===== src/rtl/wdog_pkg.sv =====
package wdog_pkg;
  localparam int SEL_W   = 4;
  localparam int CTL_W   = 8;
  localparam int CAUSE_W = 4;

  // control register field positions
  localparam int SEL_LSB = 0;
  localparam int INT_BIT = 4;
  localparam int RST_BIT = 5;
  localparam int CHG_BIT = 6;
  localparam int IRQ_BIT = 7;

  // cause register flag positions
  localparam int WD_FLAG  = 3;
  localparam int BOR_FLAG = 2;
  localparam int EXT_FLAG = 1;
  localparam int POR_FLAG = 0;

  // strobes from control to datapath
  typedef struct packed {
    logic run;      // watchdog enabled in some mode
    logic restart;  // clear the counter this cycle
  } dpCmd_t;
endpackage


===== src/rtl/wdog_dp.sv =====
module wdog_dp
  import wdog_pkg::*;
#(
  parameter int BASE_LOG2 = 11,
  parameter int NUM_TAPS  = 10
) (
  input  logic             clk,
  input  logic             rstN,
  input  logic             tickEn,
  input  dpCmd_t           cmd,
  input  logic [SEL_W-1:0] sel,
  output logic             expire
);
  localparam int CNT_W = BASE_LOG2 + NUM_TAPS - 1;

  logic [CNT_W-1:0]    cntQ;
  logic [NUM_TAPS-1:0] hit;
  logic [SEL_W-1:0]    selIdx;
  logic                hitSel;

  // one comparator per tap; >= so a shorter tap fires at once
  for (genvar i = 0; i < NUM_TAPS; i++) begin : g_tap
    localparam logic [CNT_W-1:0] LAST = CNT_W'((64'd1 << (BASE_LOG2 + i)) - 64'd1);
    assign hit[i] = (cntQ >= LAST);
  end

  // codes past the last tap use the longest one
  assign selIdx = (sel > SEL_W'(NUM_TAPS - 1)) ? SEL_W'(NUM_TAPS - 1) : sel;

  always_comb begin
    hitSel = 1'b0;
    for (int i = 0; i < NUM_TAPS; i++) begin
      if (selIdx == SEL_W'(i)) hitSel = hit[i];
    end
  end

  assign expire = cmd.run & tickEn & ~cmd.restart & hitSel;

  always_ff @(posedge clk or negedge rstN) begin
    if (!rstN) begin
      cntQ <= '0;
    end else if (!cmd.run || cmd.restart || expire) begin
      cntQ <= '0;
    end else if (tickEn) begin
      cntQ <= cntQ + CNT_W'(1);
    end
  end
endmodule


===== src/rtl/wdog_ctrl.sv =====
module wdog_ctrl
  import wdog_pkg::*;
#(
  parameter int WIN_LEN = 4
) (
  input  logic             clk,
  input  logic             rstN,
  input  logic             fuseOn,
  input  logic             kick,
  input  logic             ctlWr,
  input  logic [CTL_W-1:0] ctlWdata,
  input  logic             expire,
  output dpCmd_t           cmd,
  output logic [SEL_W-1:0] sel,
  output logic [CTL_W-1:0] ctlRdata,
  output logic             irqOut,
  output logic             sysRst,
  output logic             wdSet
);
  localparam int WC_W = $clog2(WIN_LEN + 1);

  logic [SEL_W-1:0] selQ;
  logic [WC_W-1:0]  winCntQ;
  logic             intEnQ, rstEnQ, irqFlagQ, sysRstQ;
  logic             effInt, effRst, winOpen;
  logic             wrArm, wrFinal, fireIrq, escalate, fireRst;

  always_comb begin
    effInt   = intEnQ & ~fuseOn;
    effRst   = rstEnQ | fuseOn;
    winOpen  = (winCntQ != '0);
    wrArm    = ctlWr & ctlWdata[CHG_BIT] & ctlWdata[RST_BIT];
    wrFinal  = ctlWr & ~ctlWdata[CHG_BIT] & winOpen;
    fireIrq  = expire & effInt;
    escalate = fireIrq & effRst;
    fireRst  = expire & effRst & ~effInt;
  end

  assign cmd    = '{run: effInt | effRst, restart: kick};
  assign sel    = selQ;
  assign irqOut = irqFlagQ;
  assign sysRst = sysRstQ;
  assign wdSet  = fireRst;

  always_comb begin
    ctlRdata                      = '0;
    ctlRdata[SEL_LSB +: SEL_W]    = selQ;
    ctlRdata[INT_BIT]             = effInt;
    ctlRdata[RST_BIT]             = effRst;
    ctlRdata[CHG_BIT]             = winOpen;
    ctlRdata[IRQ_BIT]             = irqFlagQ;
  end

  // change window: armed by the first write, closed by the second or by time
  always_ff @(posedge clk or negedge rstN) begin
    if (!rstN) begin
      winCntQ <= '0;
    end else if (wrArm) begin
      winCntQ <= WC_W'(WIN_LEN);
    end else if (wrFinal) begin
      winCntQ <= '0;
    end else if (winOpen) begin
      winCntQ <= winCntQ - WC_W'(1);
    end
  end

  // protected fields
  always_ff @(posedge clk or negedge rstN) begin
    if (!rstN) begin
      selQ   <= '0;
      rstEnQ <= 1'b0;
    end else begin
      if (wrFinal) selQ <= ctlWdata[SEL_LSB +: SEL_W];
      if (fuseOn) begin
        rstEnQ <= 1'b1;
      end else if (wrFinal) begin
        rstEnQ <= ctlWdata[RST_BIT];
      end else if (ctlWr && ctlWdata[RST_BIT]) begin
        rstEnQ <= 1'b1;
      end
    end
  end

  // interrupt enable, pending flag and reset pulse
  always_ff @(posedge clk or negedge rstN) begin
    if (!rstN) begin
      intEnQ   <= 1'b0;
      irqFlagQ <= 1'b0;
      sysRstQ  <= 1'b0;
    end else begin
      if (fuseOn || escalate) begin
        intEnQ <= 1'b0;
      end else if (ctlWr) begin
        intEnQ <= ctlWdata[INT_BIT];
      end
      if (fireIrq) begin
        irqFlagQ <= 1'b1;
      end else if (ctlWr && ctlWdata[IRQ_BIT]) begin
        irqFlagQ <= 1'b0;
      end
      sysRstQ <= fireRst;
    end
  end
endmodule


===== src/rtl/wdog_flags.sv =====
module wdog_flags
  import wdog_pkg::*;
(
  input  logic               clk,
  input  logic               rstN,
  input  logic               causeWr,
  input  logic [CAUSE_W-1:0] causeWdata,
  input  logic               wdSet,
  input  logic               borEvt,
  input  logic               extEvt,
  input  logic               porEvt,
  output logic [CAUSE_W-1:0] causeRdata
);
  logic [CAUSE_W-1:0] causeQ, setVec, clrVec;

  always_comb begin
    setVec           = '0;
    setVec[WD_FLAG]  = wdSet;
    setVec[BOR_FLAG] = borEvt;
    setVec[EXT_FLAG] = extEvt;
    setVec[POR_FLAG] = porEvt;
    clrVec           = causeWr ? causeWdata : '0;
  end

  always_ff @(posedge clk or negedge rstN) begin
    if (!rstN) causeQ <= '0;
    else       causeQ <= (causeQ & ~clrVec) | setVec;
  end

  assign causeRdata = causeQ;
endmodule


===== src/rtl/wdog_core.sv =====
module wdog_core
  import wdog_pkg::*;
#(
  parameter int BASE_LOG2 = 11,
  parameter int NUM_TAPS  = 10,
  parameter int WIN_LEN   = 4
) (
  input  logic               clk,
  input  logic               rstN,
  input  logic               tickEn,
  input  logic               kick,
  input  logic               fuseOn,
  input  logic               ctlWr,
  input  logic [CTL_W-1:0]   ctlWdata,
  output logic [CTL_W-1:0]   ctlRdata,
  input  logic               causeWr,
  input  logic [CAUSE_W-1:0] causeWdata,
  output logic [CAUSE_W-1:0] causeRdata,
  input  logic               borEvt,
  input  logic               extEvt,
  input  logic               porEvt,
  output logic               irqOut,
  output logic               sysRst
);
  dpCmd_t           cmd;
  logic [SEL_W-1:0] sel;
  logic             expire, wdSet;

  wdog_ctrl #(.WIN_LEN(WIN_LEN)) u_ctrl (
    .clk(clk), .rstN(rstN), .fuseOn(fuseOn), .kick(kick),
    .ctlWr(ctlWr), .ctlWdata(ctlWdata), .expire(expire),
    .cmd(cmd), .sel(sel), .ctlRdata(ctlRdata),
    .irqOut(irqOut), .sysRst(sysRst), .wdSet(wdSet)
  );

  wdog_dp #(.BASE_LOG2(BASE_LOG2), .NUM_TAPS(NUM_TAPS)) u_dp (
    .clk(clk), .rstN(rstN), .tickEn(tickEn), .cmd(cmd), .sel(sel), .expire(expire)
  );

  wdog_flags u_flags (
    .clk(clk), .rstN(rstN), .causeWr(causeWr), .causeWdata(causeWdata),
    .wdSet(wdSet), .borEvt(borEvt), .extEvt(extEvt), .porEvt(porEvt),
    .causeRdata(causeRdata)
  );
endmodule


===== config.mk =====
export PLATFORM = sky130hd
export DESIGN_NAME = wdog_core
export DESIGN_NICKNAME = d
export VERILOG_FILES = /design/src/rtl/wdog_pkg.sv /design/src/rtl/wdog_dp.sv /design/src/rtl/wdog_ctrl.sv /design/src/rtl/wdog_flags.sv /design/src/rtl/wdog_core.sv
export SDC_FILE = /design/constraint.sdc
export NUM_CORES = 1
export LEC_CHECK = 0
export BUFFER_PORTS_ARGS = -buffer_cell sky130_fd_sc_hd__buf_4
export CORE_UTILIZATION = 50
export DETAILED_ROUTE_END_ITERATION = 10
export GPL_TIMING_DRIVEN = 0
export PLACE_DENSITY = 0.81
export SETUP_SLACK_MARGIN = 0.1
export SYNTH_ARGS = -nofsm -noshare
export SYNTH_HDL_FRONTEND = slang
export SYNTH_SLANG_ARGS = --single-unit

===== constraint.sdc =====
create_clock -name clk -period 3.4 [get_ports clk]
set_clock_uncertainty 0.2 [all_clocks]
set_input_delay 0.68 -clock clk [delete_from_list [all_inputs] [get_ports clk]]
set_output_delay 0.68 -clock clk [all_outputs]
set_load 0.01 [all_outputs]

### Word-level counts from Yosys, hierarchy flattened

Index checks and enable logic that the tools add are counted.

* register bits: 35
* input bits: 22
* output and inout port bits: 14

* $add $sub $neg: 2
* magnitude comparators: 11
* equal/unequal tests: 9
* muxes and demuxes: 24
* bitwise logic cells: 21
* reductions and logical operators: 13

Operators with widths (number)
* $mux W20: 2
* $add A20 B1 Y20 const B: 1
* $ge A20 B11 Y1 const B: 1
* $ge A20 B12 Y1 const B: 1
* $ge A20 B13 Y1 const B: 1
* $ge A20 B14 Y1 const B: 1
* $ge A20 B15 Y1 const B: 1
* $ge A20 B16 Y1 const B: 1
* $ge A20 B17 Y1 const B: 1
* $ge A20 B18 Y1 const B: 1
* $ge A20 B19 Y1 const B: 1
* $ge A20 B20 Y1 const B: 1
* $mux W1: 17
* $eq A4 B3 Y1 const B: 4
* $and A1 B1 Y1: 12
* $mux W3: 3
* $reduce_bool A3 Y1: 3
* $eq A4 B2 Y1 const B: 2
* $eq A4 B4 Y1 const B: 2
* $mux W4: 2
* $reduce_bool A2 Y1: 3
* $and A4 B4 Y4: 1
* $eq A4 B1 Y1 const B: 1
* $gt A4 B4 Y1 const B: 1
* other kinds (9): 16

### Logic depth before layout (Yosys ltp)

Gate-level depths: netlist of the first run.

* depth after elaboration: 18
* depth in mapped cells: 9
* mapped depth without buffers: 8

### Modules after synthesis

From an unflattened synthesis of the first run, not the netlist that was laid out.

* cells, all modules: 222
* area, all modules: 2102.0 um2

Modules (own cells, without submodules)
* wdog_dp: instances 1, cells each 151, area each 1323.8 um2
* wdog_ctrl: instances 1, cells each 59, area each 633.1 um2
* wdog_flags: instances 1, cells each 12, area each 145.1 um2

### Worst setup path before layout of the first run

Ideal clock, no wire load.

* path kind: reg2reg
* start: register u_dp.cntQ[0]
* end: register u_dp.cntQ[17]
* setup time: 0.119 ns
* data arrival time: 1.927 ns
* data required time: 3.081 ns
* path slack: 1.155 ns
* stages on the path, launching flop included: 10
* buffers on the path: 1
* period minus slack after synthesis: 2.245 ns
* cell sequence: dfrtp_1 > ha_1 > nand4_2 > nor4_4 > and2_4 > a21oi_1 > a211o_1 > o211ai_2 > buf_6 > nor2_1

* word-level cells in the longest chain between the ends: 14
* elaborated cells between the ends (all ways): 26
* classes of those cells: add/sub: 1; order compare: 10; mux: 12; bitwise: 1; reduce/logical: 2

Ends and longest elaborated chain
* from (decl): line wdog_dp.sv:16 `logic [CNT_W-1:0] cntQ;`
* from (signal assigned): line wdog_dp.sv:45 `cntQ <= cntQ + CNT_W'(1);`
* $ge A20 B11 Y1: line wdog_dp.sv:24 `assign hit[i] = (cntQ >= LAST);`
* $mux W1 (10 in a row): line wdog_dp.sv:33 `if (selIdx == SEL_W'(i)) hitSel = hit[i];`
* $and A1 B1 Y1: line wdog_dp.sv:37 `assign expire = cmd.run & tickEn & ~cmd.restart & hitSel;`
* $logic_or A1 B1 Y1: line wdog_dp.sv:42 `end else if (!cmd.run || cmd.restart || expire) begin`
* $mux W20 / $reduce_bool A2 Y1 (equally long branches)

Parallel ways exist; a longest one is shown, timed or not. The select of a mux whose other input is x is not followed.
A chain may end at the register's enable or synchronous reset.

### Final worst setup path of the first run

* start: register u_dp.cntQ[0]
* end: register u_dp.cntQ[16]

The elaborated chain is that of the path after synthesis.

==> results of run 1 <==
## cell families (layout without fill, tap and decap cells)
family / after synthesis / in the layout / share of synthesized area [%]
flip-flops: 35 / 35 / 43.97
XOR/XNOR: 19 / 19 / 8.354
AO/OA/AOI/OAI: 34 / 34 / 12.31
AND/OR/NAND/NOR: 89 / 89 / 23.62
multiplexers: 7 / 7 / 3.769
buffers and inverters: 19 / 61 / 5.590
adder cells (fa/ha/maj): 4 / 4 / 2.387
## cells in the final DEF (no fill, tap or decap), types with 6 or more instances in the layout
cell	count
o21ai_0	6
nand2_1	15
xnor2_1	11
xor2_1	8
nand3_1	7
clkbuf_8	6
nor2_1	32
a21oi_1	6
dfrtp_1	35
inv_1	8
buf_4	38
## final cells by class
| cell class | instances | area [sq um] |
|---|---|---|
| Tap cell | 48 | 60.06 |
| Clock buffer | 5 | 68.82 |
| Sequential cell | 35 | 875.8 |
| Inverter | 8 | 30.03 |
| Multi-Input combinational cell | 153 | 1005 |
| Timing Repair Buffer | 34 | 255.2 |
| Clock inverter | 3 | 67.56 |
| Fill cell | 319 | 1300 |
| Buffer | 11 | 81.33 |
## per-layer routing
metal,vias up,GRT usage (%)
li1,797,-
met1,741,23.28
met2,25,34.90
met3,5,5.208
met4,0,7.337
met5,-,0
## critical path: stages (launching register included)
cell and delay [ns]:
dfrtp_1 0.38, ha_1 0.22, nand4_2 0.15, nor4_4 0.40, and2_4 0.23, a21oi_1 0.04
a211o_1 0.28, o211ai_2 0.23, buf_6 0.18, nor2_1 0.07
## per-stage QoR
stage	cells	setup WS [ns]
4_1_cts	297	0.8950
3_3_place_gp	289	0.9702
5_1_grt	297	0.7318
6_report	297	0.9050
3_5_place_dp	289	0.9273
2_1_floorplan	207	1.155
## power breakdown
part	switching (mW)	total (mW)	internal, mW
logic	0.247	0.480	0.234
registers	0.0416	0.516	0.474
clock network	0.151	0.443	0.292
## flip-flops by register name, indices dropped and copies added, names as in the netlist
| name | flops |
|---|---|
| u_ctrl.intEnQ | 1 |
| u_ctrl.irqOut | 1 |
| u_ctrl.rstEnQ | 1 |
| u_ctrl.sel | 4 |
| u_ctrl.sysRst | 1 |
| u_ctrl.winCntQ | 3 |
| u_dp.cntQ | 20 |
| u_flags.causeRdata | 4 |
## worst paths after layout
kind                                                  from                              end  slack [ns]  cells after the start
min                                                   rstN         u_dp.cntQ[9]$_DFFE_PN0P_        0.13                      1
max reg2reg                       u_dp.cntQ[0]$_DFFE_PN0P_        u_dp.cntQ[16]$_DFFE_PN0P_        0.90                      9
max                               u_dp.cntQ[0]$_DFFE_PN0P_        u_dp.cntQ[16]$_DFFE_PN0P_        0.90                      9
max in group asynchronous                             rstN        u_ctrl.sel[0]$_DFFE_PN0P_        2.56                      1
min in group clk           u_flags.causeRdata[0]$_DFF_PN0_  u_flags.causeRdata[0]$_DFF_PN0_        0.28                      1
min reg2reg                u_flags.causeRdata[0]$_DFF_PN0_  u_flags.causeRdata[0]$_DFF_PN0_        0.28                      1
==> flow_metrics.tcl, run 1 <==
set metrics [dict create \
    clk_latency_ns 0.29 \
    die-area_sq_um 4240 \
    clk_path_buf_depth 2 \
    firstDrtPassIters 4 \
    cts_resized 0 \
    drt-vias-per-instance 5.279 \
    cap_viol_max_count 0 \
    core_sq_um 3744 \
    dr.max_layer_used "met4" \
    drive_above_1_share_pct 26.10 \
    postPlaceCellArea_sq_um 2307 \
    netlist.top_cell.by_area "dfrtp_1" \
    critPathKind "flip-flop to flip-flop" \
    path_max_fanout 10 \
    synth_common_cells "35 x dfrtp_1, 32 x nor2_1, 15 x nand2_1" \
    worstSetupStartpointType "flip-flop" \
    vias 1568 \
    yosysSeqAreaShare_pct 43.97 \
    cts.reportedPaths.clkPinSlew_ns 0.07 \
    synth.distinct_cells 51 \
    async_flop_share_pct 100.0 \
    grt_pass1_wl_um 6410 \
    grt_pass1_vias 1527 \
    cp_data_arrival_time_ns 2.47 \
    hold_buffers 0 \
    finalMaxSlewViolations 0 \
    place_hpwl_um 2828 \
    die_w_um 65.12 \
    cts_setup_buffers 0 \
    drt-initial-drc-count 70 \
    required_ns 3.38 \
    hold_class "input port to async pin" \
    htreeDepth 2 \
    wl_met2_um 1929 \
    hold_violations 0 \
    grt_use_total_pct 19.90 \
    leakage_nw 1.102 \
    rsz0062_at_grt "no" \
    cts_tree "built" \
    syn-cell-area_sq_um 1992 \
    io_pins 36 \
    antenna-diode-count 0 \
    ys.flop_type "dfrtp_1" \
    clock.fmax_ghz 0.4008 \
    synth_top_cell_area_share_pct 43.97 \
    wirelength_um 3807 \
    syn_to_final_growth_pct 22.68 \
    total_power_mw 1.439 \
    finish.utilization_pct 65.27 \
    route.detailed.drc 0 \
    setup.worst_path.end_class "flip-flop" \
    numCtsBuffers 5 \
    synth-edff-count 0 \
    synthCells 207 \
    rows 22 \
    ys_ff_latch 35 \
    drt.antenna.violating_nets 0 \
    stdcell_area_sq_um 2444 \
    min_period_ns 2.495 \
    grt_max_degree 36 \
    dieHeight_um 65.12 \
    worst_slew_pin_slew_ns 0.5066 \
    wl_per_cell_um 12.82 \
    synth_area_per_cell_sq_um 9.623 \
    yosys_warnings 0 \
    gp_congestion 0.7845 \
    finalSetupViolations 0 \
    wl_met1_um 1692 \
    fin_setup_tns_ns 0 \
    antenna_found_initial 0 \
    yosysMostFrequentCell "dfrtp_1" \
    initial_core_util_pct 53.21 \
    max_slew_margin_pct 65.96 \
    grt_overflow 0 \
    ir_drop_mv 0.3105 \
    clkSinkCount 35 \
    power.density_nw_per_um2 589.0 \
    holdWs_ns 0.1309 \
    syn_nets 232 \
    fin_nets 273 \
    synth_area_leaders "dfrtp_1 44%, nor2_1 6.0%, xnor2_1 4.8%" \
    port_buffers 34 \
    status "complete, no violations" \
    cts-root-buf "clkbuf_8" \
    met3_length_um 126 \
    period_share_pct 73.38 \
]
(Power assumes the default switching activity.)
==> run 2, diff against run 1 <==
- ABC_AREA: default -> 1
- PLACE_DENSITY: 0.81 -> 0.8
- clock period: 3.4 -> 2.47 ns (I/O delays scaled with it)
==> run 2 against run 1 <==
Against the previous run: sequential cell count stayed put; cell count is 30% higher; count of clock-buffer cells in the layout is 1 higher; sequential power is 41% higher; register-to-register slack worse by 0.88 ns; maximum frequency is 1.9% higher; core utilization is 3.1 points higher; die area is 7.1% higher; hold slack better by 0.056 ns; first-iteration DRC count is 27% higher; synthesized cell count is 34% higher; highest routed layer unchanged.
==> flow_metrics.tcl, run 2 <==
set metrics [dict create \
    postPlaceCellArea_sq_um 2464 \
    post-place-ws_ns 0.05601 \
    die-area_sq_um 4542 \
    cts-root-buf "clkbuf_8" \
    grt_max_degree 36 \
    grt_pass1_wl_um 7665 \
    gp_congestion 0.9198 \
    ir_drop_mv 0.7068 \
    period_share_pct 99.15 \
    cpMaxStageDelayCell "dfrtp_1" \
    grt_overflow 0 \
    syn-cell-area_sq_um 2138 \
    met2_usage_pct 39.50 \
    dieHeight_um 67.40 \
    drt.antenna.violating_nets 0 \
    min_period_ns 2.449 \
    antenna_found_initial 0 \
    synth-edff-count 0 \
    syn_to_final_growth_pct 29.67 \
    clk_latency_ns 0.28 \
    ys_ff_latch 35 \
    worst_slack_ns 0.02112 \
    antenna-diode-count 0 \
    rsz0062_at_grt "yes" \
    finish.utilization_pct 68.33 \
    critPathKind "flip-flop to flip-flop" \
    fill_cells 352 \
    finalMaxSlewViolations 0 \
    drt-initial-drc-count 89 \
    combPwrFrac_pct 40.8 \
    numCtsBuffers 5 \
    fin_setup_tns_ns 0 \
    vias 1891 \
    firstDrtPassIters 4 \
    required_ns 2.45 \
    place_hpwl_um 3312 \
    layout_common_cells "61 x nand2_1, 53 x buf_4, 40 x inv_1, 35 x dfrtp_1, 26 x nor2_1" \
    timing.rr.end "u_dp.cntQ[19]$_DFFE_PN0P_" \
    hold_class "input port to flip-flop" \
    wl_per_cell_um 12.34 \
    synth_common_cells "62 x nand2_1, 41 x inv_1, 35 x dfrtp_1" \
    route.detailed.drc 0 \
    worst_slew_pin_slew_ns 0.8448 \
    power_frac_seq_pct 34.1 \
    core_sq_um 4058 \
    cts.reportedPaths.clkPinSlew_ns 0.07 \
    synth_area_per_cell_sq_um 7.719 \
    synthCells 277 \
    initial_core_util_pct 52.70 \
    power.density_nw_per_um2 766.4 \
    grt_use_total_pct 22.66 \
    p_sw_share_pct 35.16 \
    clk_path_buf_depth 2 \
    grt_pass1_vias 1767 \
    finalSetupViolations 0 \
    hp-start "extEvt" \
    syn_nets 302 \
    gr-usage-met3_pct 4.899 \
    crit_top_cell "nand2_1" \
    setup.worst_path.end_class "flip-flop" \
    timing.rr.start "u_dp.cntQ[1]$_DFFE_PN0P_" \
    async_flop_share_pct 100.0 \
    cp_data_arrival_time_ns 2.43 \
    holdWs_ns 0.1873 \
    hold_violations 0 \
    p_clk_share_pct 25.0 \
    die_w_um 67.40 \
    synth_top_cell_area_share_pct 40.96 \
    path_max_fanout 7 \
    total_power_mw 2.125 \
    status "complete, no violations" \
    path_cells "ha_2 > inv_2 > nor2_4 > nand4_4 > nor2_4 > inv_2 > nand2_1 > nand2_1 > nand2_1 > nand2_1 > nand2_1 > nand2_1 > nand2_1 > nand2_2 > nand2_4 > nand2_4 > nand2_8 > clkbuf_16 > nor2_2" \
    clkSinkCount 35 \
    crit_path_max_incr_delay_ns 0.40 \
    worstSetupStartpointType "flip-flop" \
    rows 23 \
    yosysMostFrequentCell "nand2_1" \
    met1_usage_pct 27.91 \
    p_switching_mw 0.7471 \
    cap_viol_max_count 0 \
    ff2ff_path_depth 19 \
    rrSetupSlack_ns 0.02 \
    drt-vias-per-instance 4.886 \
    min_delay_path_depth 2 \
    fin_nets 361 \
    largest_reg_flops 20 \
    layout_commonest_cell "nand2_1" \
    synth_area_leaders "dfrtp_1 41%, nand2_1 11%, inv_1 7.2%" \
    intPower_mw 1.378 \
    largest_register "u_dp.cntQ" \
    netlist.top_cell.by_area "dfrtp_1" \
    cts_tree "built" \
    drive_above_1_share_pct 29.97 \
    htreeDepth 2 \
    stdcell_area_sq_um 2773 \
    hold_end "u_flags.causeRdata[1]$_DFF_PN0_" \
    io_pins 36 \
    ys.flop_type "dfrtp_1" \
    clock.fmax_ghz 0.4083 \
    wirelength_um 4776 \
    max_slew_margin_pct 43.25 \
    port_buffers 35 \
    busiest_layer "met2" \
    yosys_warnings 0 \
    place_inst 362 \
    yosysSeqAreaShare_pct 40.96 \
    leakage_nw 1.365 \
    synth.distinct_cells 32 \
    layoutNonFillerInstCount 387 \
]
run 2: cell types whose count changed in the layout (fill, tap and decap cells not counted), moves of 6 or more:
cell / delta
nand2_1: +46
inv_1: +32
buf_4: +15
nor2_2: +12
nor3_2: +7
xnor2_1: -7
nor2_1: -6
run 2: worst max path at each step:
stage / startpoint / slack, ns / to / cells past startpoint
final: u_dp.cntQ[1]$_DFFE_PN0P_ / 0.02 / u_dp.cntQ[19]$_DFFE_PN0P_ / 19
after global routing: u_dp.cntQ[1]$_DFFE_PN0P_ / -0.17 / u_dp.cntQ[19]$_DFFE_PN0P_ / 19
after CTS: u_dp.cntQ[1]$_DFFE_PN0P_ / 0.1 / u_dp.cntQ[14]$_DFFE_PN0P_ / 19
after detailed placement: u_dp.cntQ[1]$_DFFE_PN0P_ / 0.06 / u_dp.cntQ[14]$_DFFE_PN0P_ / 19
after global placement: u_dp.cntQ[1]$_DFFE_PN0P_ / 0.06 / u_dp.cntQ[14]$_DFFE_PN0P_ / 19
after floorplan: u_dp.cntQ[0]$_DFFE_PN0P_ / 0.33 / u_dp.cntQ[14]$_DFFE_PN0P_ / 19
run 2: power groups by stage:
stage	Sequential [mW]	Combinational [mW]	Clock [mW]
3_3_place_gp	0.723	0.702	0
2_1_floorplan	0.735	0.471	0
3_5_place_dp	0.725	0.723	0
5_1_grt	0.734	0.974	0.565
6_report	0.725	0.868	0.532
4_1_cts	0.717	0.738	0.552
run 2: per-layer routing:
layer	share of wire [%]	vias to the layer above
met1	46	863
met3	4.6	2
met2	49	36
met5	0	-
li1	-	990
met4	0.46	0
run 2: cell families after synthesis:
kind of cell	share of synthesized area (%)
and+or+nand+nor	34.64
DFF	40.96
adders and majority gates	1.756
AOI/OAI and AO/OA	7.490
xor gates and xnor gates	4.915
buffers and inverters	10.24
run 2: layout make-up:
type | instances | area, sq um | share of cell area (%)
clock inverter | 2 | 35.03 | 1.264
buffer | 8 | 61.31 | 2.211
tap | 50 | 62.56 | 2.256
timing repair buffer | 52 | 414.1 | 14.94
clock buffer | 6 | 82.58 | 2.978
sequential | 35 | 875.8 | 31.59
inverter | 42 | 157.7 | 5.686
multi-input combinational | 192 | 1084 | 39.08
run 2: timing repair:
action / in CTS / in global routing
pin swaps: 1 / 8
gates resized for setup: 0 / 13
endpoints found under the setup margin: 10 / 24
endpoints found under the hold margin: 35 / 0
gates cloned: 0 / 1
setup buffers: 6 / 9
hold buffers: 1 / 0
run 2: critical path, delay by kind of cell (launching register included):
| kind | cells | cell delay [ns] |
|---|---|---|
| DFF | 1 | 0.40 |
| buffers and inverters | 3 | 0.26 |
| and+or+nand+nor | 15 | 1.24 |
| adders and majority gates | 1 | 0.22 |
